[src/rtl/sprfetch_pkg.sv]
package sprfetch_pkg;
  localparam int unsigned DATA_W = 8;

  typedef logic [DATA_W-1:0] byte_t;

  typedef struct packed {
    byte_t b0;
    byte_t b1;
    byte_t b2;
  } spr_buf_t;

  // encoding is {second_cycle, cpu_half}
  typedef enum logic [1:0] {
    ST_PTR = 2'b00,
    ST_B0  = 2'b01,
    ST_B1  = 2'b10,
    ST_B2  = 2'b11
  } slot_step_e;
endpackage

[src/rtl/sprfetch_slot_dec.sv]
module sprfetch_slot_dec
  import sprfetch_pkg::*;
#(
  parameter int unsigned LINE_CYC  = 63,
  parameter int unsigned SLOT0_CYC = 58,
  parameter int unsigned NUM_SPR   = 8,
  localparam int unsigned CW = $clog2(LINE_CYC),
  localparam int unsigned SW = $clog2(NUM_SPR)
) (
  input  logic [CW-1:0] cycle_i,
  input  logic          phase_i,
  output logic          slot_vld_o,
  output logic [SW-1:0] slot_id_o,
  output slot_step_e    step_o
);
  int rel;

  always_comb begin
    if (int'(cycle_i) >= int'(SLOT0_CYC)) rel = int'(cycle_i) - int'(SLOT0_CYC);
    else rel = int'(cycle_i) + int'(LINE_CYC) - int'(SLOT0_CYC);
    slot_vld_o = rel < int'(2 * NUM_SPR);
    slot_id_o  = SW'(rel >> 1);
    step_o     = slot_step_e'({rel[0], phase_i});
  end
endmodule

[src/rtl/sprfetch_sprite.sv]
module sprfetch_sprite
  import sprfetch_pkg::*;
#(
  parameter int unsigned PTR_W    = 8,
  parameter int unsigned CNT_W    = 6,
  parameter int unsigned CNT_STEP = 3,
  parameter int unsigned LAST_CNT = 60
) (
  input  logic             clk_i,
  input  logic             rst_ni,
  input  logic             sel_i,
  input  slot_step_e       step_i,
  input  logic             dma_chk_i,
  input  logic             cnt_upd_i,
  input  logic             line_end_i,
  input  logic             start_i,
  input  logic             early_i,
  input  byte_t            bus_i,
  input  byte_t            mem_i,
  output logic             dma_o,
  output logic             disp_o,
  output logic [PTR_W-1:0] ptr_o,
  output logic [CNT_W-1:0] cnt_o,
  output spr_buf_t         buf_o
);
  logic             dma_q, disp_q;
  logic [PTR_W-1:0] ptr_q;
  logic [CNT_W-1:0] cnt_q;
  spr_buf_t         buf_q;

  always_ff @(posedge clk_i or negedge rst_ni) begin
    if (!rst_ni) begin
      dma_q  <= 1'b0;
      disp_q <= 1'b0;
      ptr_q  <= '0;
      cnt_q  <= '0;
      buf_q  <= '0;
    end else begin
      if (sel_i) begin
        unique case (step_i)
          ST_PTR: ptr_q    <= PTR_W'(mem_i);
          ST_B0:  buf_q.b0 <= dma_q ? mem_i : bus_i;
          ST_B1:  buf_q.b1 <= mem_i;  // data or idle read, chosen by the address mux
          ST_B2:  buf_q.b2 <= dma_q ? mem_i : bus_i;
          default: ;
        endcase
      end
      if (dma_chk_i && !dma_q && start_i) begin
        dma_q <= 1'b1;
        cnt_q <= '0;
        if (early_i) disp_q <= 1'b1;
      end
      if (cnt_upd_i && dma_q) begin
        if (cnt_q == CNT_W'(LAST_CNT)) begin
          dma_q  <= 1'b0;
          disp_q <= 1'b0;
        end else begin
          cnt_q <= cnt_q + CNT_W'(CNT_STEP);
        end
      end
      if (line_end_i && dma_q) disp_q <= 1'b1;
    end
  end

  assign dma_o  = dma_q;
  assign disp_o = disp_q;
  assign ptr_o  = ptr_q;
  assign cnt_o  = cnt_q;
  assign buf_o  = buf_q;
endmodule

[src/rtl/sprfetch_top.sv]
module sprfetch_top
  import sprfetch_pkg::*;
#(
  parameter int unsigned NUM_SPR   = 8,
  parameter int unsigned LINE_CYC  = 63,
  parameter int unsigned SLOT0_CYC = 58,
  parameter int unsigned DMA_CYC   = 57,
  parameter int unsigned ROWS      = 21,
  parameter int unsigned LINE_W    = 9,
  parameter int unsigned Y_W       = 8,
  parameter int unsigned X_W       = 9,
  parameter int unsigned ADDR_W    = 14,
  parameter int unsigned CNT_W     = 6,
  parameter logic [8:0]  EARLY_X   = 9'h164,
  parameter logic [13:0] PTR_BASE  = 14'h07F8,
  parameter logic [13:0] IDLE_ADDR = 14'h3FFF,
  localparam int unsigned CW       = $clog2(LINE_CYC),
  localparam int unsigned SW       = $clog2(NUM_SPR),
  localparam int unsigned PTR_W    = ADDR_W - CNT_W,
  localparam int unsigned CNT_CYC  = (SLOT0_CYC + 2 * NUM_SPR) % LINE_CYC,
  localparam int unsigned LAST_CNT = 3 * (ROWS - 1)
) (
  input  logic                      clk_i,
  input  logic                      rst_ni,
  input  logic [CW-1:0]             cycle_i,
  input  logic [LINE_W-1:0]         line_i,
  input  logic                      phase_i,
  input  logic [NUM_SPR-1:0]        spr_en_i,
  input  logic [NUM_SPR*Y_W-1:0]    spr_y_i,
  input  logic [NUM_SPR*X_W-1:0]    spr_x_i,
  input  logic                      reg_acc_i,
  input  logic [DATA_W-1:0]         cpu_data_i,
  input  logic [DATA_W-1:0]         mem_data_i,
  output logic [ADDR_W-1:0]         addr_o,
  output logic                      mem_rd_o,
  output logic [NUM_SPR-1:0]        disp_o,
  output logic [NUM_SPR*24-1:0]     buf_o
);
  logic          slot_vld;
  logic [SW-1:0] slot_id;
  slot_step_e    step;
  byte_t         bus_val;
  logic          dma_chk, cnt_upd, line_end;

  logic [NUM_SPR-1:0] dma_w;
  logic [PTR_W-1:0]   ptr_w [NUM_SPR];
  logic [CNT_W-1:0]   cnt_w [NUM_SPR];
  spr_buf_t           buf_w [NUM_SPR];

  sprfetch_slot_dec #(
    .LINE_CYC (LINE_CYC),
    .SLOT0_CYC(SLOT0_CYC),
    .NUM_SPR  (NUM_SPR)
  ) i_slot_dec (
    .cycle_i   (cycle_i),
    .phase_i   (phase_i),
    .slot_vld_o(slot_vld),
    .slot_id_o (slot_id),
    .step_o    (step)
  );

  // undriven internal bus is pulled up
  assign bus_val  = reg_acc_i ? cpu_data_i : 8'hFF;
  assign dma_chk  = phase_i && (cycle_i == CW'(DMA_CYC));
  assign cnt_upd  = phase_i && (cycle_i == CW'(CNT_CYC));
  assign line_end = phase_i && (cycle_i == CW'(LINE_CYC - 1));

  for (genvar s = 0; s < NUM_SPR; s++) begin : g_spr
    logic start, early;
    assign start = spr_en_i[s] && (line_i == LINE_W'(spr_y_i[s*Y_W +: Y_W]));
    assign early = spr_x_i[s*X_W +: X_W] >= X_W'(EARLY_X);

    sprfetch_sprite #(
      .PTR_W   (PTR_W),
      .CNT_W   (CNT_W),
      .CNT_STEP(3),
      .LAST_CNT(LAST_CNT)
    ) i_sprite (
      .clk_i     (clk_i),
      .rst_ni    (rst_ni),
      .sel_i     (slot_vld && (slot_id == SW'(s))),
      .step_i    (step),
      .dma_chk_i (dma_chk),
      .cnt_upd_i (cnt_upd),
      .line_end_i(line_end),
      .start_i   (start),
      .early_i   (early),
      .bus_i     (bus_val),
      .mem_i     (mem_data_i),
      .dma_o     (dma_w[s]),
      .disp_o    (disp_o[s]),
      .ptr_o     (ptr_w[s]),
      .cnt_o     (cnt_w[s]),
      .buf_o     (buf_w[s])
    );

    assign buf_o[s*24 +: 24] = buf_w[s];
  end

  logic             dma_sel;
  logic [PTR_W-1:0] ptr_sel;
  logic [CNT_W-1:0] cnt_sel;

  assign dma_sel = dma_w[slot_id];
  assign ptr_sel = ptr_w[slot_id];
  assign cnt_sel = cnt_w[slot_id];

  always_comb begin
    addr_o   = IDLE_ADDR;
    mem_rd_o = 1'b0;
    if (slot_vld) begin
      unique case (step)
        ST_PTR: begin
          addr_o   = PTR_BASE + ADDR_W'(slot_id);
          mem_rd_o = 1'b1;
        end
        ST_B0: if (dma_sel) begin
          addr_o   = {ptr_sel, cnt_sel};
          mem_rd_o = 1'b1;
        end
        ST_B1: begin
          mem_rd_o = 1'b1;
          if (dma_sel) addr_o = {ptr_sel, cnt_sel + CNT_W'(1)};
        end
        ST_B2: if (dma_sel) begin
          addr_o   = {ptr_sel, cnt_sel + CNT_W'(2)};
          mem_rd_o = 1'b1;
        end
        default: ;
      endcase
    end
  end
endmodule

[config.mk]
export PLATFORM = sky130hd
export DESIGN_NAME = sprfetch_top
export DESIGN_NICKNAME = d
export VERILOG_FILES = /design/src/rtl/sprfetch_pkg.sv /design/src/rtl/sprfetch_slot_dec.sv /design/src/rtl/sprfetch_sprite.sv /design/src/rtl/sprfetch_top.sv
export SDC_FILE = /design/constraint.sdc
export NUM_CORES = 1
export LEC_CHECK = 0
export BUFFER_PORTS_ARGS = -buffer_cell sky130_fd_sc_hd__buf_2
export CAP_MARGIN = 15
export CORE_ASPECT_RATIO = 1.75
export CORE_MARGIN = 2
export CORE_UTILIZATION = 49
export DETAILED_ROUTE_END_ITERATION = 6
export PLACE_DENSITY = 0.77
export SYNTH_ARGS = -nofsm -noshare
export SYNTH_HDL_FRONTEND = slang
export SYNTH_SLANG_ARGS = --single-unit
[constraint.sdc]
create_clock -name clk_i -period 4.2 [get_ports clk_i]
set_clock_uncertainty 0.1 [all_clocks]
set_input_delay 0.84 -clock clk_i [delete_from_list [all_inputs] [get_ports clk_i]]
set_output_delay 0.84 -clock clk_i [all_outputs]
set_load 0.01 [all_outputs]
==> impl_metrics.yaml, run 1 <==
yosys:
  yosysTopAreaCellShare_pct: 49.3
  post_synth.cell_area_avg_sq_um: 12.3
  synth.most_common_cell: "dfrtp_1"
  syn_area_sq_um: 16200
  synth_compound_area_share_pct: 5.86
  syn_inst: 1324
  ys_seq_area_share_pct: 49.3
  ys.flop_type: "dfrtp_1"
  synthAdderAreaFrac_pct: 2.00
  ys_ff_latch: 320
  synthDistinctLibCells: 63
  synthXorXnorAreaFrac_pct: 4.65
  synthMuxAreaShare_pct: 26.1
  syn-num-nets: 1529
  synth_warnings: 0
  ys_top_cells_by_area: "dfrtp_1 (49%), mux2_2 (17%), mux2_1 (5.5%), xnor2_1 (3.9%), mux4_2 (2.5%)"
  ys_top_cells_by_count: "dfrtp_1 (320), mux2_2 (245), mux2_1 (80), o21ai_0 (73), xnor2_1 (72)"
  synth_async_sr_flop_share_pct: 100
  yosys.area_share.simple_pct: 9.76
  synth_top_area_cell: "dfrtp_1"
  synth_edf_count: 0
  synth_top_family_by_area: "multiplexers"
clock_tree:
  clk_latency_ns: 0.58
  root_buffer: "clkbuf_16"
  ctsLongestPathBuffers: 3
  cts_tree: "yes"
  numCtsBuffers: 29
  htreeDepth: 1
  path_clk_slew_ns: 0.07
  clock_sinks: 320
place:
  dp_hpwl_mm: 37.2
  place_ws_ns: -0.526
  numPortBuffers: 377
  routabilityCongestion: 0.894
grt:
  grt_use_total_pct: 28.4
  antenna_found_initial: 0
  grt_pass1_wl_mm: 75.6
  grt_max_degree: 116
  grt_pass1_vias: 13400
  gr-total-overflow: 0
setup_path:
  critPathLaunchType: "input pin"
  cp_common_cell: "ha_4"
  cp_max_fo: 4
  slowest_stage: "mux4_2"
  crit_arrival_ns: 3.56
  cp_cell_sequence: "buf_8, clkinvlp_4, buf_6, ha_4, a21o_4, mux2i_4, buf_4, mux4_2, nor2_2, or2_4, ha_4, nand2_2, a2111oi_4, xor2_1, nand2_1, buf_2"
  critPathTopFamily: "multiplexers"
  path_buf_inv: 5
  cp_slowest_stage_delay_ns: 0.52
  crit_path_end_kind: "primary output"
  critPathKind: "in -> out"
  worstPathRequired_ns: 3.26
floorplan:
  die_area_sq_um: 34700
  fp.dieH_um: 245
  core_region_area_sq_um: 32800
  die_w_um: 142
  start_util_pct: 49.5
  io_pins: 394
  rows: 88
sta:
  slew_headroom_pct: 32.6
  finalCritPeriodShare_pct: 107
  tightest_slew_ns: 1.01
  fin_crit_ns: 4.50
  hold_viol: 0
  setup_viol: 15
  rsz0062_at_grt: "yes"
  clock.fmax_mhz: 222
  worst_slack_ns: -0.298
  slew_viol_final: 0
cells_and_area:
  area_growth_pct: 27.1
  layout.nets: 1987
  fin_util_pct: 62.9
  num_antenna_cells: 0
  drive_gt1_share_pct: 49.7
route:
  route.met2.wl_mm: 26.1
  route.met3.wl_mm: 2.72
  drcViolationCount: 0
  wl_met1_mm: 18.5
  final_antenna_net_count: 0
  wl_mm: 49.4
  wl_per_cell_um: 22.4
  viasPerCell: 5.73
  top_layer: "met4"
  vias: 12700
  firstDrtPassIters: 5
  drt_iter0_markers: 554
power_and_ir_drop:
  ir_worst_vdd_mv: 0.436
  power_uw: 10600
  power_leakage_uw: 0.0101
  powerDensity_nw_per_um2: 516
min_path:
  hold_class: "in -> async"
run_status:
  status: "finished with violations"
  failed_checks: "setup timing"
job:
  max_cap_violations: 0
-- where the power goes --
part           switching, uW  internal [uW]
combinational           1630           1660
clock                   1200           1630
sequential               525           4010
total                   3350           7290
-- metrics by stage --
step                hold slack, ns  cell area (sq um)  setup TNS [ns]  instances
floorplan                    0.352              16500          -0.159       1324
global placement             0.362              19300          -22.21       2141
detailed placement           0.369              19300          -39.55       2141
CTS                          0.261              20500           -3.02       2204
global route                 0.311              20600           -4.74       2209
finish                       0.217              20600           -3.01       2209
-- flip-flops by register name, summed over array words and instances, names as in the netlist --
signal and count:
g_spr.i_sprite.buf_o 192, g_spr.i_sprite.cnt_o 48, g_spr.i_sprite.disp_o 8, g_spr.i_sprite.dma_o 8, g_spr.i_sprite.ptr_o 64
-- cells in the final DEF (no fill, tap or decap), types with 10 or more instances in the layout --
cell	Yosys	layout
nor2_2	24	27
nand4_1	25	25
dfrtp_1	320	320
o21ai_0	73	64
nand2b_1	11	10
nand3_1	67	67
mux2_1	80	80
inv_1	28	25
and3_1	16	15
buf_4	11	93
ha_1	26	20
nand2_1	67	61
clkbuf_16	0	29
xnor2_1	72	71
nor2_1	44	40
buf_2	7	375
mux4_2	18	18
a21oi_1	13	10
mux2_2	245	241
and2_1	10	10
nand2_2	8	14
-- path summary, 6_finish.rpt --
| kind | startpoint | to | slack [ns] | cells past startpoint |
|---|---|---|---|---|
| hold / removal | rst_ni | g_spr[0].i_sprite.disp_o | 0.22 | 1 |
| setup / recovery | cycle_i[1] | addr_o[5] | -0.30 | 16 |
| max in group asynchronous | rst_ni | g_spr[5].i_sprite.buf_o[20] | 2.75 | 2 |
| min in group clk_i | g_spr[7].i_sprite.buf_o[14] | g_spr[7].i_sprite.buf_o[14] | 0.38 | 1 |
| setup reg to reg | g_spr[0].i_sprite.cnt_o[1] | g_spr[0].i_sprite.cnt_o[5] | 2.08 | 8 |
| hold reg to reg | g_spr[7].i_sprite.buf_o[14] | g_spr[7].i_sprite.buf_o[14] | 0.38 | 1 |
-- repair_timing --
item / in CTS / in global routing
hold buffers: 0 / 0
setup endpoints to repair: 15 / 15
pin swaps: 21 / 16
buffers inserted: 10 / 5
resized for setup: 37 / 16
-- kinds of logic (layout without fill, tap and decap cells) --
kind of cell             after synthesis  in the layout
buffers and inverters                 88            568
adder cells (fa/ha/maj)               26             26
XOR/XNOR                              83             83
AND/OR/NAND/NOR                      303            303
flip-flops                           320            320
AO/OA/AOI/OAI                        149            149
multiplexers                         355            355
-- layer usage --
metal / global-route usage [%] / up-vias
met1: 33.3 / 6422
met3: 4.37 / 116
met2: 51.6 / 443
li1: - / 5673
met4: 11.2 / 0
met5: 0 / -
-- worst register-to-register path, delay by kind of cell, from the launching register on --
family          cells  cell delay (ns)
compound gates      1             0.17
fa+ha+maj           1             0.19
flops               1             0.44
simple gates        5             1.04
buf+inv             1             0.10
-- cell type report --
type	count	area (sq um)
clock buffer	44	872
clock inverter	9	144
fill	2622	12200
inverter	33	128
multi-input combinational	916	8200
sequential	320	8010
tap	405	507
timing repair buffer	482	2780
(Power assumes the default switching activity.)
==> run 2, diff against run 1 <==
ABC_AREA = 1   (was not set)
CORE_UTILIZATION = 50   (was 49)
PLACE_DENSITY = 0.78   (was 0.77)
TNS_END_PERCENT = 50   (was not set)
==> impl_metrics.yaml, run 2 <==
run_status:
  status: "finished with violations"
  failed_checks: "DRC, setup timing"
place:
  numPortBuffers: 377
  dp_cells: 3106
  place_ws_ns: -0.402
  routabilityCongestion: 0.996
  dp_hpwl_mm: 43.1
route:
  drcViolationCount: 3
  viasPerCell: 5.38
  wl_per_cell_um: 18.3
  wl_mm: 58.0
  final_antenna_net_count: 0
  firstDrtPassIters: 7
  vias: 17100
  drt_iter0_markers: 1186
setup_path:
  cp_max_fo: 5
  crit_path_end_kind: "primary output"
  worstPathRequired_ns: 3.26
  critPathLaunchType: "input pin"
  crit_arrival_ns: 3.29
  critPathKind: "in -> out"
  cp_common_cell: "nand2_1"
  path_buf_inv: 7
  slowest_stage: "ha_1"
  critPathTopFamily: "simple AND/OR/NAND/NOR gates"
  cp_slowest_stage_delay_ns: 0.30
grt:
  gr-total-overflow: 0
  busiest_layer: "met2"
  grt_util_met1_pct: 34.0
  met3_usage_pct: 4.47
  grt_pass1_wl_mm: 88.5
  grt_pass1_vias: 16900
  antenna_found_initial: 2
  grt_max_degree: 112
  use_met2_pct: 57.4
  grt_use_total_pct: 31.7
yosys:
  syn_area_sq_um: 17100
  syn-num-nets: 2444
  synth_warnings: 0
  synthMuxAreaShare_pct: 0
  synth_compound_area_share_pct: 7.85
  synth.most_common_cell: "nand2_1"
  synthAdderAreaFrac_pct: 1.90
  synth_top_area_cell: "dfrtp_1"
  yosys.area_share.simple_pct: 35.1
  ys_top_cells_by_count: "nand2_1 (1088), dfrtp_1 (320), inv_1 (123), o21ai_0 (106), nand3_1 (91)"
  synth_top_family_by_area: "simple AND/OR/NAND/NOR gates"
  ys_top_cells_by_area: "dfrtp_1 (47%), nand2_1 (24%), o21ai_0 (3.1%), inv_1 (2.7%), nand3_1 (2.7%)"
  synthXorXnorAreaFrac_pct: 3.13
  synthDistinctLibCells: 44
  ys.flop_type: "dfrtp_1"
  syn_inst: 2239
  post_synth.cell_area_avg_sq_um: 7.63
  synth_async_sr_flop_share_pct: 100
  ys_ff_latch: 320
  yosysTopAreaCellShare_pct: 46.8
  ys_seq_area_share_pct: 46.8
  synth_edf_count: 0
clock_tree:
  ctsLongestPathBuffers: 3
  cts_tree: "yes"
  htreeDepth: 1
  clock_sinks: 320
  numCtsBuffers: 29
  clk_latency_ns: 0.58
  path_clk_slew_ns: 0.07
  root_buffer: "clkbuf_16"
sta:
  fin_crit_ns: 4.23
  tightest_slew_ns: 0.743
  setup_viol: 6
  clock.fmax_mhz: 236
  hold_viol: 0
  slew_viol_final: 0
  finalCritPeriodShare_pct: 101
  rsz0062_at_grt: "yes"
  slew_headroom_pct: 50.4
  worst_slack_ns: -0.0308
floorplan:
  die_w_um: 144
  io_pins: 394
  start_util_pct: 50.7
  die_area_sq_um: 35700
  rows: 89
  fp.dieH_um: 249
  core_region_area_sq_um: 33700
power_and_ir_drop:
  internal_power_uw: 7050
  p_clk_share_pct: 25.5
  seqPwrFrac_pct: 42.6
  powerDensity_nw_per_um2: 514
  p_sw_uw: 4070
  power_frac_comb_pct: 31.9
  ir_worst_vdd_mv: 0.236
  power_leakage_uw: 0.0121
  power_switching_share_pct: 36.6
min_path:
  hold_class: "in -> async"
cells_and_area:
  largest_reg_flops: 192
  area_growth_pct: 26.5
  layout.nets: 2901
  drive_gt1_share_pct: 25.9
  final_common_cell: "nand2_1"
  layout_common_cells: "nand2_1 (1081), buf_2 (368), dfrtp_1 (320), inv_1 (118), buf_4 (112)"
  stdcell_count: 3174
  seq_area_sq_um: 8010
  nFillCells: 2848
  multiInputGateArea_sq_um: 8490
job:
  max_cap_violations: 0
[run 2: logic make-up after synthesis]
family,Yosys count
simple gates,1395
flops,320
compound gates,224
buf+inv,213
xor+xnor,61
fa+ha+maj,26
[run 2: area by class of cell]
| type | instances | area share [%] |
|---|---|---|
| antenna | 1 | 0.0116 |
| clock inverter | 18 | 1.04 |
| inverter | 137 | 2.51 |
| tap | 455 | 2.63 |
| timing repair buffer | 502 | 13.9 |
| sequential | 320 | 37.0 |
| multi-input combinational | 1706 | 39.3 |
| clock buffer | 35 | 3.55 |
[run 2: final timing paths]
check                      slack (ns)                   startpoint  cells past startpoint                     endpoint
max                             -0.03                   cycle_i[1]                     25                    addr_o[7]
min                              0.12                       rst_ni                      1   g_spr[3].i_sprite.cnt_o[1]
max reg2reg                      1.97      g_spr[3].i_sprite.dma_o                      7     g_spr[3].i_sprite.disp_o
min reg2reg                      0.37  g_spr[3].i_sprite.buf_o[18]                      2  g_spr[3].i_sprite.buf_o[18]
max in group asynchronous        2.86                       rst_ni                      2  g_spr[1].i_sprite.buf_o[15]
min in group clk_i               0.37  g_spr[3].i_sprite.buf_o[18]                      2  g_spr[3].i_sprite.buf_o[18]
[run 2: per-layer routing]
layer,share of wire (%),vias up,wire length [um]
li1,-,8049,-
met1,35,7958,20100
met2,52,832,29900
met3,6.3,248,3630
met4,7.4,0,4280
met5,0,-,0
[run 2: power groups by stage]
| stage | registers [uW] | clock network [uW] | logic (uW) |
|---|---|---|---|
| 2_1_floorplan | 4920 | 0 | 1550 |
| 3_3_place_gp | 4720 | 0 | 3290 |
| 3_5_place_dp | 4740 | 0 | 3380 |
| 4_1_cts | 4710 | 2850 | 3480 |
| 5_1_grt | 4820 | 2980 | 3910 |
| 6_report | 4740 | 2840 | 3540 |
[run 2: worst register-to-register path, stage by stage, from the launching register on]
cell and delay (ns):
dfrtp_1 0.36, inv_1 0.54, nand3_1 0.14, nor3_1 0.25, nand4_1 0.36, nor2_1 0.21
nor2_1 0.05, o22ai_1 0.13
[run 2: repair_timing]
action / 4_1_cts / 5_1_grt
gates cloned: 0 / 1
endpoints found under the setup margin: 15 / 15
hold buffers: 0 / 0
setup buffers: 9 / 5
pin swaps: 18 / 21
resized for setup: 57 / 50
[run 2: through the flow]
stage | hold WS [ns] | utilization (%) | power, uW | TNS, ns | area, sq um
final | 0.118 | 64.1 | 11100 | -0.132 | 21600
after global routing | 0.162 | 64.1 | 11700 | -1.86 | 21600
after CTS | 0.138 | 63.3 | 11000 | -0.989 | 21400
after detailed placement | 0.360 | 59.6 | 8130 | -11.23 | 20100
after global placement | 0.357 | 59.6 | 8010 | -6.01 | 20100
after floorplan | 0.349 | - | 6470 | 0 | 17100
==> run 3, diff against run 2 <==
CORE_UTILIZATION = 25   (was 50)
GPL_TIMING_DRIVEN = 0   (was not set)
PLACE_DENSITY = not set   (was 0.78)
SKIP_LAST_GASP = 1   (was not set)
==> impl_metrics.yaml, run 3 (synthesized netlist as in run 2, its figures left out) <==
cells_and_area:
  multiInputGateArea_sq_um: 8650
  seq_area_sq_um: 8010
  layout_common_cells: "nand2_1 (1074), buf_2 (353), dfrtp_1 (320), inv_1 (117), o21ai_0 (97)"
  layout.nets: 2880
  nFillCells: 7194
  drive_gt1_share_pct: 24.5
  final_common_cell: "nand2_1"
  largest_reg_flops: 192
  stdcell_count: 3596
  area_growth_pct: 30.0
setup_path:
  critPathLaunchType: "input pin"
  crit_start: "cycle_i[1]"
  critical_path_depth: 24
  crit_arrival_ns: 3.30
  worstPathRequired_ns: 3.26
  r2r_cells: 8
  cp_cell_sequence: "buf_12, clkinv_8, ha_4, nand2_4, xor2_2, o21ai_2, nor2_2, nand2_1, ha_1, inv_1, nor2_2, inv_1, nor2_1, nand2_1, nand2_1, nand2_1, nand3_2, nand2_8, nor2_4, inv_2, buf_4, nor2_1, nand3_1, buf_2"
  cp_slowest_stage_delay_ns: 0.27
  r2r_end: "g_spr[2].i_sprite.disp_o"
  crit_path_end: "addr_o[4]"
  cp_common_cell: "nand2_1"
  slowest_stage: "ha_1"
  critPathKind: "in -> out"
  critPathTopFamily: "simple AND/OR/NAND/NOR gates"
  crit_path_end_kind: "primary output"
  ff2ff_setup_slack_ns: 1.84
  cp_max_fo: 4
  r2r_start: "g_spr[2].i_sprite.dma_o"
  path_buf_inv: 7
clock_tree:
  clock_sinks: 320
  root_buffer: "clkbuf_16"
  path_clk_slew_ns: 0.07
  hold_buffers: 0
  numCtsBuffers: 31
  clk_latency_ns: 0.60
  cts_tree: "yes"
  ctsLongestPathBuffers: 3
  htreeDepth: 1
sta:
  slew_headroom_pct: 41.8
  rsz0062_at_grt: "yes"
  fin_crit_ns: 4.24
  setup_viol: 9
  clock.fmax_mhz: 236
  slew_viol_final: 0
  finalCritPeriodShare_pct: 101
  tightest_slew_ns: 0.873
  hold_viol: 0
  worst_slack_ns: -0.0415
grt:
  grt_pass1_vias: 16600
  grt_use_total_pct: 18.3
  grt_max_degree: 115
  grt_pass1_wl_mm: 98.5
  antenna_found_initial: 2
  gr-total-overflow: 0
floorplan:
  fp.dieH_um: 350
  rows: 126
  io_pins: 394
  start_util_pct: 25.3
  core_region_area_sq_um: 67600
  die_w_um: 202
  die_area_sq_um: 70600
run_status:
  failed_checks: "setup timing"
  status: "finished with violations"
route:
  drt_iter0_markers: 920
  viasPerCell: 4.63
  vias: 16700
  drcViolationCount: 0
  firstDrtPassIters: 5
  final_antenna_net_count: 0
  wl_mm: 66.1
  wl_per_cell_um: 18.4
place:
  numPortBuffers: 359
  place_ws_ns: -1.15
  routabilityCongestion: 0.878
  dp_hpwl_mm: 50.3
  dp_cells: 3496
power_and_ir_drop:
  power_leakage_uw: 0.0119
  ir_worst_vdd_mv: 0.320
  powerDensity_nw_per_um2: 511
min_path:
  hold_class: "in -> async"
job:
  max_cap_violations: 0
## run 3: cell count changes in the layout (fill, tap and decap cells not counted), sizes merged
cell,previous run,this run
buf,502,428
clkinvlp,2,5
bufinv,4,5
inv,141,137
clkbuf,35,88
clkinv,8,10
## run 3: repair_timing
item / CTS / global route
pin swaps: 21 / 38
resized for setup: 101 / 73
endpoints found under the setup margin: 15 / 15
cloned: 0 / 2
buffers inserted: 23 / 17
## run 3: where the power goes
part           total, uW  switching [uW]  leakage (uW)  internal, uW
Sequential          4720             662       0.00416          4060
Combinational       3560            2120       0.00725          1440
Clock               3080            1330      0.000531          1750
## run 3: how the worst min path moves through the flow
stage,startpoint,end,slack [ns],depth (start not counted)
CTS,rst_ni,g_spr[7].i_sprite.buf_o[19],0.24,1
global route,rst_ni,g_spr[7].i_sprite.buf_o[19],0.29,1
floorplan,g_spr[6].i_sprite.ptr_o[0],g_spr[6].i_sprite.ptr_o[0],0.35,2
detailed placement,g_spr[3].i_sprite.buf_o[18],g_spr[3].i_sprite.buf_o[18],0.36,2
global placement,g_spr[6].i_sprite.buf_o[9],g_spr[6].i_sprite.buf_o[9],0.36,2
finish,rst_ni,g_spr[7].i_sprite.buf_o[3],0.19,1
## run 3: per-layer routing
| layer | share of wire, % | up-vias | track usage (%) |
|---|---|---|---|
| met5 | 0 | - | 0 |
| met4 | 5.7 | 0 | 9.62 |
| met3 | 5.8 | 182 | 2.55 |
| met2 | 50 | 657 | 33.2 |
| met1 | 39 | 7809 | 20.7 |
| li1 | - | 8006 | - |
## run 3: area by class of cell
class | instances | area share [%]
Clock buffer | 37 | 3.82
Buffer | 76 | 2.06
Antenna cell | 1 | 0.0113
Tap cell | 896 | 5.05
Sequential cell | 320 | 36.0
Clock inverter | 20 | 1.14
Inverter | 137 | 2.46
Timing Repair Buffer | 403 | 10.5
Multi-Input combinational cell | 1706 | 38.9
## run 3: per-stage QoR
step                setup TNS, ns  utilization, %  hold WS (ns)  area, sq um  power (uW)
floorplan                       0               -         0.349        17100        6470
global placement         -1385.93            29.6         0.358        20000        8000
detailed placement         -29.25            29.7         0.360        20100        8050
CTS                         -1.27            32.1         0.238        21700       11300
global route                -2.57            32.8         0.286        22200       12000
finish                     -0.220            32.9         0.191        22200       11400
